--- config.mk ---
export PLATFORM = sky130hd
export DESIGN_NAME = nct_seq
export DESIGN_NICKNAME = d
export VERILOG_FILES = /design/src/rtl/nct_pkg.sv /design/src/rtl/nct_addr_calc.sv /design/src/rtl/nct_vec_class.sv /design/src/rtl/nct_ctl_fsm.sv /design/src/rtl/nct_seq.sv
export SDC_FILE = /design/constraint.sdc
export NUM_CORES = 1
export LEC_CHECK = 0
export BUFFER_PORTS_ARGS = -buffer_cell sky130_fd_sc_hd__buf_4
export CORE_MARGIN = 5
export CORE_UTILIZATION = 32
export DETAILED_ROUTE_END_ITERATION = 8
export GPL_TIMING_DRIVEN = 0
export HOLD_SLACK_MARGIN = 0.15
export PLACE_DENSITY_LB_ADDON = 0.12
export SLEW_MARGIN = 20
export SYNTH_ARGS = -nofsm -noshare
export SYNTH_HDL_FRONTEND = slang
export SYNTH_SLANG_ARGS = --single-unit
--- constraint.sdc ---
create_clock -name clk -period 4.75 [get_ports clk]
set_clock_uncertainty 0.1 [all_clocks]
set_input_delay 0.475 -clock clk [delete_from_list [all_inputs] [get_ports clk]]
set_output_delay 0.475 -clock clk [all_outputs]
set_load 0.005 [all_outputs]
--- src/rtl/nct_pkg.sv ---
// Shared types for the near control-transfer sequencer.
// Assumes op_kind encodings are fixed by the decoder (values 6 and 7 unused).
package nct_pkg;
    typedef enum logic [2:0] {
        OP_JCC      = 3'd0,
        OP_JMP_REL  = 3'd1,
        OP_JMP_IND  = 3'd2,
        OP_CALL_REL = 3'd3,
        OP_CALL_IND = 3'd4,
        OP_RET      = 3'd5
    } nct_op_e;

    typedef enum logic [2:0] {
        ST_IDLE,
        ST_FETCH_TGT,
        ST_PUSH,
        ST_POP,
        ST_FIN
    } nct_state_e;
endpackage

--- src/rtl/nct_addr_calc.sv ---
// Address arithmetic: relative target, stack pointer after a push and after
// a pop with extra release. Purely combinational; all sums wrap modulo 2^ADDR_W.
module nct_addr_calc #(
    parameter int ADDR_W     = 32,
    parameter int SHORT_W    = 8,
    parameter int IMM_W      = 16,
    parameter int SLOT_BYTES = 4
) (
    input  logic [ADDR_W-1:0] next_ip,
    input  logic [ADDR_W-1:0] disp,
    input  logic              is_long,
    input  logic [ADDR_W-1:0] sp_in,
    input  logic [IMM_W-1:0]  imm,
    output logic [ADDR_W-1:0] rel_tgt,
    output logic [ADDR_W-1:0] sp_dec,
    output logic [ADDR_W-1:0] sp_ret
);
    localparam logic [ADDR_W-1:0] SLOT = ADDR_W'(SLOT_BYTES);

    logic [ADDR_W-1:0] short_ext;
    logic [ADDR_W-1:0] imm_ext;

    generate
        if (SHORT_W < ADDR_W) begin : g_sext
            assign short_ext = {{(ADDR_W-SHORT_W){disp[SHORT_W-1]}}, disp[SHORT_W-1:0]};
        end else begin : g_nosext
            assign short_ext = disp;
        end
        if (IMM_W < ADDR_W) begin : g_zext
            assign imm_ext = {{(ADDR_W-IMM_W){1'b0}}, imm};
        end else begin : g_trunc
            assign imm_ext = imm[ADDR_W-1:0];
        end
    endgenerate

    // Select the displacement form and form the three sums.
    always_comb begin
        rel_tgt = next_ip + (is_long ? disp : short_ext);
        sp_dec  = sp_in - SLOT;
        sp_ret  = sp_in + SLOT + imm_ext;
    end
endmodule

--- src/rtl/nct_vec_class.sv ---
// Classifies a software-interrupt vector as processor-reserved (below
// RSV_VECTORS) or software-defined. Combinational.
module nct_vec_class #(
    parameter int VEC_W       = 8,
    parameter int RSV_VECTORS = 32
) (
    input  logic [VEC_W-1:0] vec,
    output logic             reserved,
    output logic             user
);
    localparam logic [VEC_W:0] LIMIT = (VEC_W+1)'(RSV_VECTORS);

    // Range compare with one spare bit so the limit may equal 2^VEC_W.
    always_comb begin
        reserved = ({1'b0, vec} < LIMIT);
        user     = !reserved;
    end
endmodule

--- src/rtl/nct_ctl_fsm.sv ---
// Sequencing state machine. Accepts one operation when idle, performs the
// indirect-target read, the push or the pop on the memory port (request held
// until ack), then raises done for one cycle with the result registers.
// Assumes mem_rdata is valid in the cycle mem_ack is high.
module nct_ctl_fsm
    import nct_pkg::*;
#(
    parameter int ADDR_W = 32
) (
    input  logic              clk,
    input  logic              rst_n,
    input  logic              op_valid,
    input  logic [2:0]        op_kind,
    input  logic              cond_true,
    input  logic              ind_from_mem,
    input  logic [ADDR_W-1:0] ind_reg,
    input  logic [ADDR_W-1:0] ind_addr,
    input  logic [ADDR_W-1:0] next_ip,
    input  logic [ADDR_W-1:0] sp_in,
    input  logic [ADDR_W-1:0] rel_tgt,
    input  logic [ADDR_W-1:0] sp_dec,
    input  logic [ADDR_W-1:0] sp_ret,
    input  logic              mem_ack,
    input  logic [ADDR_W-1:0] mem_rdata,
    output logic              busy,
    output logic              done,
    output logic [ADDR_W-1:0] ip_out,
    output logic [ADDR_W-1:0] sp_out,
    output logic              mem_req,
    output logic              mem_we,
    output logic [ADDR_W-1:0] mem_addr,
    output logic [ADDR_W-1:0] mem_wdata
);
    nct_state_e        state;
    nct_op_e           kind;
    nct_op_e           kind_q;
    logic [ADDR_W-1:0] addr_q;
    logic [ADDR_W-1:0] wdata_q;
    logic [ADDR_W-1:0] ip_q;
    logic [ADDR_W-1:0] sp_q;

    // Interpret the raw operation code.
    always_comb kind = nct_op_e'(op_kind);

    // State, access address and result registers.
    always_ff @(posedge clk) begin
        if (!rst_n) begin
            state   <= ST_IDLE;
            kind_q  <= OP_JCC;
            addr_q  <= '0;
            wdata_q <= '0;
            ip_q    <= '0;
            sp_q    <= '0;
        end else begin
            case (state)
                ST_IDLE: begin
                    if (op_valid) begin
                        kind_q <= kind;
                        case (kind)
                            OP_JCC: begin
                                ip_q  <= cond_true ? rel_tgt : next_ip;
                                sp_q  <= sp_in;
                                state <= ST_FIN;
                            end
                            OP_JMP_REL: begin
                                ip_q  <= rel_tgt;
                                sp_q  <= sp_in;
                                state <= ST_FIN;
                            end
                            OP_JMP_IND: begin
                                sp_q <= sp_in;
                                if (ind_from_mem) begin
                                    addr_q <= ind_addr;
                                    state  <= ST_FETCH_TGT;
                                end else begin
                                    ip_q  <= ind_reg;
                                    state <= ST_FIN;
                                end
                            end
                            OP_CALL_REL: begin
                                ip_q    <= rel_tgt;
                                sp_q    <= sp_dec;
                                addr_q  <= sp_dec;
                                wdata_q <= next_ip;
                                state   <= ST_PUSH;
                            end
                            OP_CALL_IND: begin
                                sp_q    <= sp_dec;
                                wdata_q <= next_ip;
                                if (ind_from_mem) begin
                                    addr_q <= ind_addr;
                                    state  <= ST_FETCH_TGT;
                                end else begin
                                    ip_q   <= ind_reg;
                                    addr_q <= sp_dec;
                                    state  <= ST_PUSH;
                                end
                            end
                            OP_RET: begin
                                addr_q <= sp_in;
                                sp_q   <= sp_ret;
                                state  <= ST_POP;
                            end
                            default: state <= ST_IDLE;
                        endcase
                    end
                end
                ST_FETCH_TGT: begin
                    if (mem_ack) begin
                        ip_q <= mem_rdata;
                        if (kind_q == OP_CALL_IND) begin
                            addr_q <= sp_q;
                            state  <= ST_PUSH;
                        end else begin
                            state <= ST_FIN;
                        end
                    end
                end
                ST_PUSH: begin
                    if (mem_ack) state <= ST_FIN;
                end
                ST_POP: begin
                    if (mem_ack) begin
                        ip_q  <= mem_rdata;
                        state <= ST_FIN;
                    end
                end
                ST_FIN:  state <= ST_IDLE;
                default: state <= ST_IDLE;
            endcase
        end
    end

    // Decode port controls and status from the state.
    always_comb begin
        busy      = (state != ST_IDLE);
        done      = (state == ST_FIN);
        mem_req   = (state == ST_FETCH_TGT) || (state == ST_PUSH) || (state == ST_POP);
        mem_we    = (state == ST_PUSH);
        mem_addr  = addr_q;
        mem_wdata = wdata_q;
        ip_out    = ip_q;
        sp_out    = sp_q;
    end
endmodule

--- src/rtl/nct_seq.sv ---
// Top of the near control-transfer sequencer: address arithmetic, the
// sequencing state machine and the interrupt-vector classifier.
// Assumes the caller holds operands stable only in the accepting cycle.
module nct_seq #(
    parameter int ADDR_W      = 32,
    parameter int SHORT_W     = 8,
    parameter int IMM_W       = 16,
    parameter int SLOT_BYTES  = 4,
    parameter int VEC_W       = 8,
    parameter int RSV_VECTORS = 32
) (
    input  logic              clk,
    input  logic              rst_n,
    input  logic              op_valid,
    input  logic [2:0]        op_kind,
    input  logic              op_long,
    input  logic [ADDR_W-1:0] op_disp,
    input  logic [IMM_W-1:0]  ret_imm,
    input  logic [ADDR_W-1:0] next_ip,
    input  logic              cond_true,
    input  logic              ind_from_mem,
    input  logic [ADDR_W-1:0] ind_reg,
    input  logic [ADDR_W-1:0] ind_addr,
    input  logic [ADDR_W-1:0] sp_in,
    output logic              busy,
    output logic              done,
    output logic [ADDR_W-1:0] new_ip,
    output logic [ADDR_W-1:0] new_sp,
    output logic              mem_req,
    output logic              mem_we,
    output logic [ADDR_W-1:0] mem_addr,
    output logic [ADDR_W-1:0] mem_wdata,
    input  logic              mem_ack,
    input  logic [ADDR_W-1:0] mem_rdata,
    input  logic [VEC_W-1:0]  int_vector,
    output logic              vec_reserved,
    output logic              vec_user
);
    logic [ADDR_W-1:0] rel_tgt;
    logic [ADDR_W-1:0] sp_dec;
    logic [ADDR_W-1:0] sp_ret;

    nct_addr_calc #(
        .ADDR_W(ADDR_W), .SHORT_W(SHORT_W), .IMM_W(IMM_W), .SLOT_BYTES(SLOT_BYTES)
    ) u_calc (
        .next_ip (next_ip),
        .disp    (op_disp),
        .is_long (op_long),
        .sp_in   (sp_in),
        .imm     (ret_imm),
        .rel_tgt (rel_tgt),
        .sp_dec  (sp_dec),
        .sp_ret  (sp_ret)
    );

    nct_ctl_fsm #(.ADDR_W(ADDR_W)) u_fsm (
        .clk          (clk),
        .rst_n        (rst_n),
        .op_valid     (op_valid),
        .op_kind      (op_kind),
        .cond_true    (cond_true),
        .ind_from_mem (ind_from_mem),
        .ind_reg      (ind_reg),
        .ind_addr     (ind_addr),
        .next_ip      (next_ip),
        .sp_in        (sp_in),
        .rel_tgt      (rel_tgt),
        .sp_dec       (sp_dec),
        .sp_ret       (sp_ret),
        .mem_ack      (mem_ack),
        .mem_rdata    (mem_rdata),
        .busy         (busy),
        .done         (done),
        .ip_out       (new_ip),
        .sp_out       (new_sp),
        .mem_req      (mem_req),
        .mem_we       (mem_we),
        .mem_addr     (mem_addr),
        .mem_wdata    (mem_wdata)
    );

    nct_vec_class #(.VEC_W(VEC_W), .RSV_VECTORS(RSV_VECTORS)) u_vec (
        .vec      (int_vector),
        .reserved (vec_reserved),
        .user     (vec_user)
    );
endmodule

==> results of run 1 <==
cell families after synthesis:
family                     share of synthesized area [%]
AOI/OAI and AO/OA                                  31.99
xor gates and xnor gates                           4.543
adders and majority gates                          8.076
buffers and inverters                              5.035
DFF                                                25.77
muxes                                             0.5889
and+or+nand+nor                                    24.00
per-layer routing:
layer | vias to the layer above | GRT usage (%) | share of wire, %
met3 | 101 | 5.346 | 8.9
li1 | 6135 | - | -
met2 | 706 | 44.95 | 45
met1 | 6112 | 36.77 | 42
met4 | 2 | 9.945 | 3.6
met5 | - | 0 | 0.025
worst max-delay path by stage:
| stage | cells after the start | start | to |
|---|---|---|---|
| 2_1_floorplan | 16 | op_long | u_fsm.ip_out[28] |
| 3_5_place_dp | 16 | op_long | u_fsm.ip_out[28] |
| 4_1_cts | 16 | op_long | u_fsm.ip_out[28] |
| 3_3_place_gp | 16 | op_long | u_fsm.ip_out[28] |
| 6_report | 16 | op_long | u_fsm.ip_out[28] |
| 5_1_grt | 16 | op_long | u_fsm.ip_out[28] |
sequential cells by signal, indices dropped and copies added (netlist names):
| signal | cells |
|---|---|
| u_fsm.ip_out | 32 |
| u_fsm.mem_addr | 32 |
| u_fsm.mem_wdata | 32 |
| u_fsm.sp_out | 32 |
| u_fsm.kind_q | 3 |
| u_fsm.state | 3 |
power by group through the flow:
stage	clock network (mW)	logic, mW	registers (mW)
after global routing	1.49	1.50	1.28
final	1.43	1.39	1.28
after floorplan	0	0.738	1.29
after detailed placement	0	1.36	1.30
after CTS	1.45	1.37	1.28
after global placement	0	1.36	1.30
through the flow:
stage	instance area (sq um)	TNS [ns]	hold slack [ns]	cells
2_1_floorplan	10410	0	0.3315	1474
3_3_place_gp	13550	-0.1333	0.3419	2261
3_5_place_dp	13570	-0.09970	0.3454	2262
4_1_cts	14170	0	0.1979	2292
5_1_grt	14180	0	0.2069	2295
6_report	14180	0	0.2075	2295
synthesized netlist by cell type, types with 4 or more instances:
master / instances
nand2_1: 237
a21oi_1: 185
dfxtp_1: 134
nor2_1: 127
o21ai_0: 117
clkbuf_1: 105
ha_1: 64
nor3_1: 46
nand3_1: 41
a221oi_1: 35
o211ai_1: 34
xnor2_1: 32
a21o_1: 24
inv_1: 23
xor2_1: 22
a211oi_1: 18
and3_1: 15
nand2b_1: 14
a22oi_1: 13
a31oi_1: 13
nor4_1: 13
a311oi_1: 11
and2_1: 9
nor2b_1: 8
nor3b_1: 8
o21bai_1: 8
o31ai_1: 8
nand4_1: 7
o221ai_1: 6
or3_1: 6
buf_1: 5
mux2i_1: 5
o21a_1: 5
a221o_1: 4
a222oi_1: 4
o221a_2: 4
o22ai_1: 4
critical path, cell delays in order:
cell and delay [ns]:
clkbuf_1 0.38, nand2b_1 0.17, clkbuf_1 0.34, clkbuf_2 0.32, nand2_1 0.08, ha_1 0.28, clkbuf_1 0.20, a21oi_1 0.20
o21ai_0 0.15, a311o_1 0.36, a22oi_1 0.34, a21oi_1 0.24, a221oi_1 0.39, xnor2_1 0.12, a21oi_1 0.35, o21ai_1 0.12
final cells by class:
class                      count  area, sq um  area share, %
sequential                   134         2683          18.91
antenna                        3        7.507        0.05293
timing repair buffer         346         2595          18.30
multi-input combinational   1203         7211          50.84
inverter                      24        90.09         0.6351
buffer                       113        435.4          3.070
clock inverter                13        183.9          1.297
clock buffer                  17        425.4          2.999
tap                          442        553.0          3.899
repair_timing:
action,in CTS,in global routing
setup endpoints to repair,0,1
resized for setup,0,2
hold buffers,0,0
==> out/results.ini, run 1 <==
[outcome]
status = complete, no violations

[logic_synthesis]
netlist.top_cell.by_area = dfxtp_1
syn_avg_cell_area_sq_um = 7.063
synth_cell_type_count = 74
synth_area_leaders = dfxtp_1 26%, a21oi_1 8.9%, nand2_1 8.5%, ha_1 7.7%, o21ai_0 5.6%
synth_nets = 1766
synth_area_sq_um = 10410
yosysWarnings = 0
async_reset_ff_share_pct = 0
ys.flop_type = dfxtp_1
yosysSeqAreaShare_pct = 25.77
synth_cells = 1474
ys_seq_elements = 134
synth_edf_count = 0
synth_top_cell_area_share_pct = 25.77

[pwr]
vdd_drop_max_uv = 269.0
combPwrFrac_pct = 33.9
leakage_nw = 6.046
swShare_pct = 35.17
power_mw = 4.095
clock_power_share_pct = 34.9
p_switching_mw = 1.440
p_per_area_nw_per_um2 = 288.7
intPower_mw = 2.655
power_frac_seq_pct = 31.2

[sta]
rsz0062_at_grt = false
final_hold_viol_count = 0
setup_ws_ns = 0.4000
fin_crit_ns = 4.350
setup-violations-final = 0
max_freq_mhz = 229.9
tightest_slew_ns = 0.9946
relSlewSlack_pct = 33.70
slew_violations = 0
period_share_pct = 91.58

[cells_and_area]
syn_to_final_growth_pct = 36.23
fillers = 3403
final_nets = 2131
layout_commonest_cell = buf_4
finish.utilization_pct = 43.93
layout_common_cells = 345 x buf_4, 237 x nand2_1, 185 x a21oi_1
drive_above_1_share_pct = 21.68

[global_route]
grt_util_all_layers_pct = 27.71
antenna_found_initial = 4
grt_max_degree = 17
grt_pass1_vias = 12600
grt_pass1_wl_um = 77350
grt_overflow_total = 0

[setup_path]
worstSetupPathType = in -> reg
end_kind = flop
r2r_slack_ns = 1.33
worst_ep_arrival_time_ns = 4.55
r2r_start = u_fsm.state[2]
r2r_cells = 10
crit_fanout = 10
crit_required_ns = 4.95
regToRegEndpoint = u_fsm.ip_out[26]
setup.worst_path.start_class = input pin

[detailed_routing]
antenna_left = 0
routedWlPerCell_um = 22.99
drc = 0
wl_um = 52770
drtIter0Drc = 1576
num_vias = 13060
vias_per_cell = 5.689
dr.pass1.iters = 6

[floorplanning]
chipHeight_um = 190.4
top_level_ports = 360
core_area_sq_um = 32290
initial_utilization_pct = 32.24
die-area_sq_um = 36240
rows = 66
die_x_um = 190.4

[worst_hold_path]
min_from = next_ip[12]
hp-class = in -> reg
hold_end = u_fsm.mem_wdata[12]
holdPathStages = 3

[clocking]
cts_setup_buffers = 0
cts-root-buf = clkbuf_16
cts_buffers = 17
cts.sinks = 134
cts_tree = built
clk_pin_slew_ns = 0.07
insertion_delay_ns = 0.43
clockBufferDepth = 2
htreeDepth = 4

[flow_run]
drv_cap = 0

[place]
place_ws_ns = -0.09970
place.gp.congestion = 0.9520
portBuffers = 345
hpwl_um = 41470

(Power assumes the default switching activity.)
==> run 2: changes to the inputs <==
--- a/config.mk
+++ b/config.mk
@@ -6,8 +6,10 @@
 export NUM_CORES = 1
 export LEC_CHECK = 0
 export BUFFER_PORTS_ARGS = -buffer_cell sky130_fd_sc_hd__buf_4
-export CORE_MARGIN = 5
-export CORE_UTILIZATION = 32
+export CELL_PAD_IN_SITES_DETAIL_PLACEMENT = 0
+export CELL_PAD_IN_SITES_GLOBAL_PLACEMENT = 2
+export CORE_MARGIN = 8
+export CORE_UTILIZATION = 27
 export DETAILED_ROUTE_END_ITERATION = 8
 export GPL_TIMING_DRIVEN = 0
 export HOLD_SLACK_MARGIN = 0.15
==> out/results.ini, run 2 (synthesis gave the netlist of run 1 again) <==
[sta]
max_freq_mhz = 235.2  ; +2.3%
final_hold_viol_count = 0  ; unchanged
relSlewSlack_pct = 25.56  ; -8.1 points
rsz0062_at_grt = false
setup-violations-final = 0  ; unchanged
tightest_slew_ns = 1.117  ; +0.1220 ns
period_share_pct = 89.52  ; -2.1 points
slew_violations = 0  ; unchanged
fin_setup_tns_ns = 0  ; unchanged
fin_crit_ns = 4.252  ; -0.09788 ns

[setup_path]
setup.worst_path.start_class = input pin
worstSetupPathType = in -> reg
worst_ep_arrival_time_ns = 4.47  ; -0.08 ns
end_kind = flop
slowest_delay_ns = 0.38  ; about the same
cpMostUsedCell = clkbuf_1
crit_path_cell_trace = clkbuf_1 > nand2b_1 > clkbuf_1 > clkbuf_1 > nand2_1 > ha_1 > clkbuf_1 > a21oi_1 > o21ai_0 > a311o_1 > a22oi_1 > a21oi_1 > a31oi_1 > xnor2_1 > o211ai_1 > a21oi_1
crit_required_ns = 4.97  ; +0.02 ns
crit_fanout = 10  ; unchanged
crit_slowest_cell = clkbuf_1

[pwr]
leakage_nw = 6.058  ; +0.20%
vdd_drop_max_uv = 266.1  ; -1.1%
p_per_area_nw_per_um2 = 292.8  ; +1.4%

[detailed_routing]
drtIter0Drc = 1052  ; -33%
drc = 0  ; unchanged
wl_um = 58220  ; +10%
dr.pass1.iters = 6  ; unchanged
routedWlPerCell_um = 24.56  ; +6.8%
vias_per_cell = 5.410  ; -4.9%
num_vias = 12830  ; -1.8%
antenna_left = 0  ; unchanged

[cells_and_area]
layout_commonest_cell = buf_4
final_nets = 2131  ; unchanged
fillers = 4269  ; +25%
syn_to_final_growth_pct = 37.36
final_area_sq_um = 14300  ; +0.83%
layout_common_cells = 346 x buf_4, 237 x nand2_1, 185 x a21oi_1
drive_above_1_share_pct = 21.56  ; -0.12 points

[clocking]
htreeDepth = 4  ; unchanged
cts_buffers = 17  ; unchanged
cts_setup_buffers = 0  ; unchanged
postCtsHoldBufs = 0  ; unchanged
cts_tree = built
cts.sinks = 134  ; unchanged
cts-root-buf = clkbuf_16
clockBufferDepth = 2  ; unchanged
insertion_delay_ns = 0.45  ; +0.02 ns
clk_pin_slew_ns = 0.07  ; about the same
cts_resized = 0  ; unchanged

[worst_hold_path]
hp-class = in -> reg

[floorplanning]
top_level_ports = 360  ; unchanged
die_x_um = 212.4  ; +12%
rows = 72  ; +9.1%
chipHeight_um = 212.4  ; +12%
initial_utilization_pct = 27.13  ; -5.1 points
core_area_sq_um = 38380  ; +19%
die-area_sq_um = 45100  ; +24%

[global_route]
grt_max_degree = 17  ; unchanged
grt_util_all_layers_pct = 25.03  ; -2.7 points
grt_pass1_wl_um = 83790  ; +8.3%
grt_overflow_total = 0  ; unchanged
antenna_found_initial = 2  ; -2
grt_pass1_vias = 12710  ; +0.88%

[place]
hpwl_um = 46520  ; +12%
portBuffers = 345  ; unchanged
place.gp.congestion = 0.8820  ; -7.4%
placed_area_sq_um = 13660  ; +0.72%

[outcome]
status = complete, no violations

[flow_run]
drv_cap = 0  ; unchanged

[run 2: cell types whose count changed in the layout (fill, tap and decap cells not counted), sizes merged]
cell	previous run	this run
clkinv	7	3
diode	3	2
clkbuf	122	128
clkinvlp	3	2
[run 2: critical path: cells and delay by family]
| kind | cells | cell delay, ns |
|---|---|---|
| AOI/OAI and AO/OA | 8 | 2.08 |
| and+or+nand+nor | 2 | 0.28 |
| adders and majority gates | 1 | 0.29 |
| buffers and inverters | 4 | 1.20 |
| xor gates and xnor gates | 1 | 0.14 |
[run 2: per-layer routing]
metal  vias up  track usage (%)  share of wire (%)
met5         -                0                  0
met4         0            8.306                2.8
met3        79            6.810                8.0
met2       515            37.31                 43
met1      6089            34.41                 46
li1       6143                -                  -
[run 2: area by class of cell]
type / instances / area [sq um] / share of cell area [%]
inverter: 24 / 90.09 / 0.6299
sequential: 134 / 2683 / 18.76
antenna: 2 / 5.005 / 0.03500
multi-input combinational: 1203 / 7211 / 50.42
timing repair buffer: 346 / 2597 / 18.16
tap: 518 / 648.1 / 4.532
clock buffer: 23 / 488.0 / 3.412
buffer: 113 / 434.2 / 3.036
clock inverter: 8 / 145.1 / 1.015
[run 2: power by group]
group / switching (mW) / internal, mW
registers: 0.0632 / 1.21
clock network: 0.573 / 0.930
logic: 0.836 / 0.574
total: 1.47 / 2.71
[run 2: final timing paths]
path | from | to | slack [ns] | depth (start not counted)
setup / recovery | op_long | u_fsm.ip_out[26] | 0.50 | 16
hold / removal | next_ip[21] | u_fsm.mem_wdata[21] | 0.20 | 3
setup reg to reg | u_fsm.state[2] | u_fsm.ip_out[10] | 1.30 | 10
hold reg to reg | u_fsm.mem_wdata[27] | u_fsm.mem_wdata[27] | 0.35 | 2
[run 2: metrics by stage]
step	setup WS (ns)	util (%)	instances	total power [mW]	hold slack [ns]
final	0.4979	37.27	2371	4.187	0.1961
after detailed placement	0.07776	35.60	2338	2.694	0.3457
after floorplan	1.190	-	1474	2.024	0.3315
after global routing	0.2454	37.26	2370	4.402	0.1909
after CTS	0.5388	37.25	2369	4.219	0.1775
after global placement	0.05563	35.57	2337	2.690	0.3396
==> run 3: changes to the inputs <==
--- a/config.mk
+++ b/config.mk
@@ -13,7 +13,7 @@
 export DETAILED_ROUTE_END_ITERATION = 8
 export GPL_TIMING_DRIVEN = 0
 export HOLD_SLACK_MARGIN = 0.15
-export PLACE_DENSITY_LB_ADDON = 0.12
+export PLACE_DENSITY_LB_ADDON = 0.2
 export SLEW_MARGIN = 20
 export SYNTH_ARGS = -nofsm -noshare
 export SYNTH_HDL_FRONTEND = slang
==> out/results.ini, run 3 (synthesis gave the netlist of run 1 again) <==
[setup_path]
crit_fanout = 10  ; unchanged
crit_required_ns = 4.98  ; about the same
worst_ep_arrival_time_ns = 4.53  ; +0.06 ns
worstSetupPathType = in -> reg
setup.worst_path.start_class = input pin
end_kind = flop

[sta]
period_share_pct = 90.39  ; +0.87 points
final_hold_viol_count = 0  ; unchanged
relSlewSlack_pct = 29.26  ; +3.7 points
slew_violations = 0  ; unchanged
fin_setup_tns_ns = 0  ; unchanged
max_freq_mhz = 232.9  ; -0.97%
tightest_slew_ns = 1.061  ; -0.05537 ns
rsz0062_at_grt = false
fin_crit_ns = 4.294  ; +0.04155 ns
setup-violations-final = 0  ; unchanged

[outcome]
status = complete, no violations

[pwr]
swShare_pct = 36.90  ; +1.7 points
intPower_mw = 2.560  ; -5.7%
p_switching_mw = 1.497  ; +1.7%
leakage_nw = 6.025  ; -0.55%
vdd_drop_max_uv = 238.4  ; -10%
power_frac_seq_pct = 31.5  ; +1.1 points
combPwrFrac_pct = 34.8  ; +1.1 points
power_mw = 4.057  ; -3.1%
clock_power_share_pct = 33.7  ; -2.2 points
p_per_area_nw_per_um2 = 284.6  ; -2.8%

[clocking]
postCtsHoldBufs = 0  ; unchanged
cts.sinks = 134  ; unchanged
insertion_delay_ns = 0.45  ; about the same
htreeDepth = 4  ; unchanged
cts_resized = 0  ; unchanged
clockBufferDepth = 2  ; unchanged
cts_setup_buffers = 0  ; unchanged
cts_tree = built
clk_pin_slew_ns = 0.07  ; about the same
cts_buffers = 17  ; unchanged
cts-root-buf = clkbuf_16

[detailed_routing]
drc = 0  ; unchanged
wl_met2_um = 26110  ; +4.8%
highest_layer = met5
wl_um = 58260  ; about the same
num_vias = 13060  ; +1.8%
antenna_left = 0  ; unchanged
wl_met3_um = 5138  ; +10%
drtIter0Drc = 1223  ; +16%
met1_length_um = 25720  ; -4.7%
vias_per_cell = 5.505  ; +1.8%
routedWlPerCell_um = 24.55  ; about the same
dr.pass1.iters = 6  ; unchanged

[cells_and_area]
layout_commonest_cell = buf_4
syn_to_final_growth_pct = 36.89
final_nets = 2131  ; unchanged
layout_common_cells = 346 x buf_4, 237 x nand2_1, 185 x a21oi_1
drive_above_1_share_pct = 21.71  ; +0.15 points
final_area_sq_um = 14250  ; -0.34%

[floorplanning]
rows = 72  ; unchanged
chipHeight_um = 212.4  ; unchanged
die-area_sq_um = 45100  ; unchanged
initial_utilization_pct = 27.13  ; unchanged
top_level_ports = 360  ; unchanged
die_x_um = 212.4  ; unchanged
core_area_sq_um = 38380  ; unchanged

[place]
placed_area_sq_um = 13660  ; unchanged
place.gp.congestion = 0.9196  ; +4.3%
hpwl_um = 45880  ; -1.4%
portBuffers = 345  ; unchanged

[global_route]
antenna_found_initial = 4  ; +2
grt_pass1_wl_um = 83620  ; -0.20%
grt_max_degree = 17  ; unchanged
grt_pass1_vias = 12640  ; -0.57%
grt_overflow_total = 0  ; unchanged
grt_util_all_layers_pct = 24.84  ; -0.19 points

[worst_hold_path]
hp-class = in -> reg

[flow_run]
drv_cap = 0  ; unchanged

-- run 3: path summary, 6_finish.rpt --
path / start / end / slack, ns / depth (start not counted)
setup reg to reg: u_fsm.state[2] / u_fsm.ip_out[10] / 1.26 / 10
setup / recovery: op_long / u_fsm.ip_out[28] / 0.46 / 16
hold reg to reg: u_fsm.ip_out[8] / u_fsm.ip_out[8] / 0.35 / 2
hold / removal: next_ip[0] / u_fsm.mem_wdata[0] / 0.19 / 3
-- run 3: cell type report --
type,count,area (sq um)
inverter,24,90.09
clock buffer,18,429.2
tap,518,648.1
timing repair buffer,346,2597
clock inverter,14,151.4
antenna,3,7.507
buffer,113,435.4
sequential,134,2683
fill,4269,24120
multi-input combinational,1203,7211
-- run 3: per-layer routing --
layer	track usage [%]	vias to the layer above
li1	-	6131
met1	33.60	6252
met2	38.90	610
met3	6.206	68
met4	6.616	2
met5	0	-
-- run 3: per-stage QoR --
step	hold slack [ns]	util (%)	cells	worst slack, ns
after floorplan	0.3315	-	1474	1.190
after global placement	0.3399	35.57	2337	-0.1740
after detailed placement	0.3452	35.60	2338	-0.2064
after CTS	0.1713	37.12	2370	0.2837
after global routing	0.1766	37.14	2373	0.1925
final	0.1864	37.14	2373	0.4564
-- run 3: power by group through the flow --
stage	logic, mW	clock network, mW	registers, mW
floorplan	0.738	0	1.29
global placement	1.39	0	1.30
detailed placement	1.39	0	1.30
CTS	1.40	1.40	1.28
global route	1.54	1.44	1.29
finish	1.41	1.37	1.28
-- run 3: critical path, stage by stage --
cell and delay [ns]:
clkbuf_1 0.45, nand2b_1 0.18, clkbuf_1 0.35, clkbuf_2 0.36, nand2_1 0.09, ha_1 0.28, clkbuf_1 0.21, a21oi_1 0.20
o21ai_0 0.13, a311o_1 0.34, a22oi_1 0.29, a21oi_1 0.21, a221oi_1 0.38, xnor2_1 0.11, a21oi_1 0.36, o21ai_1 0.11
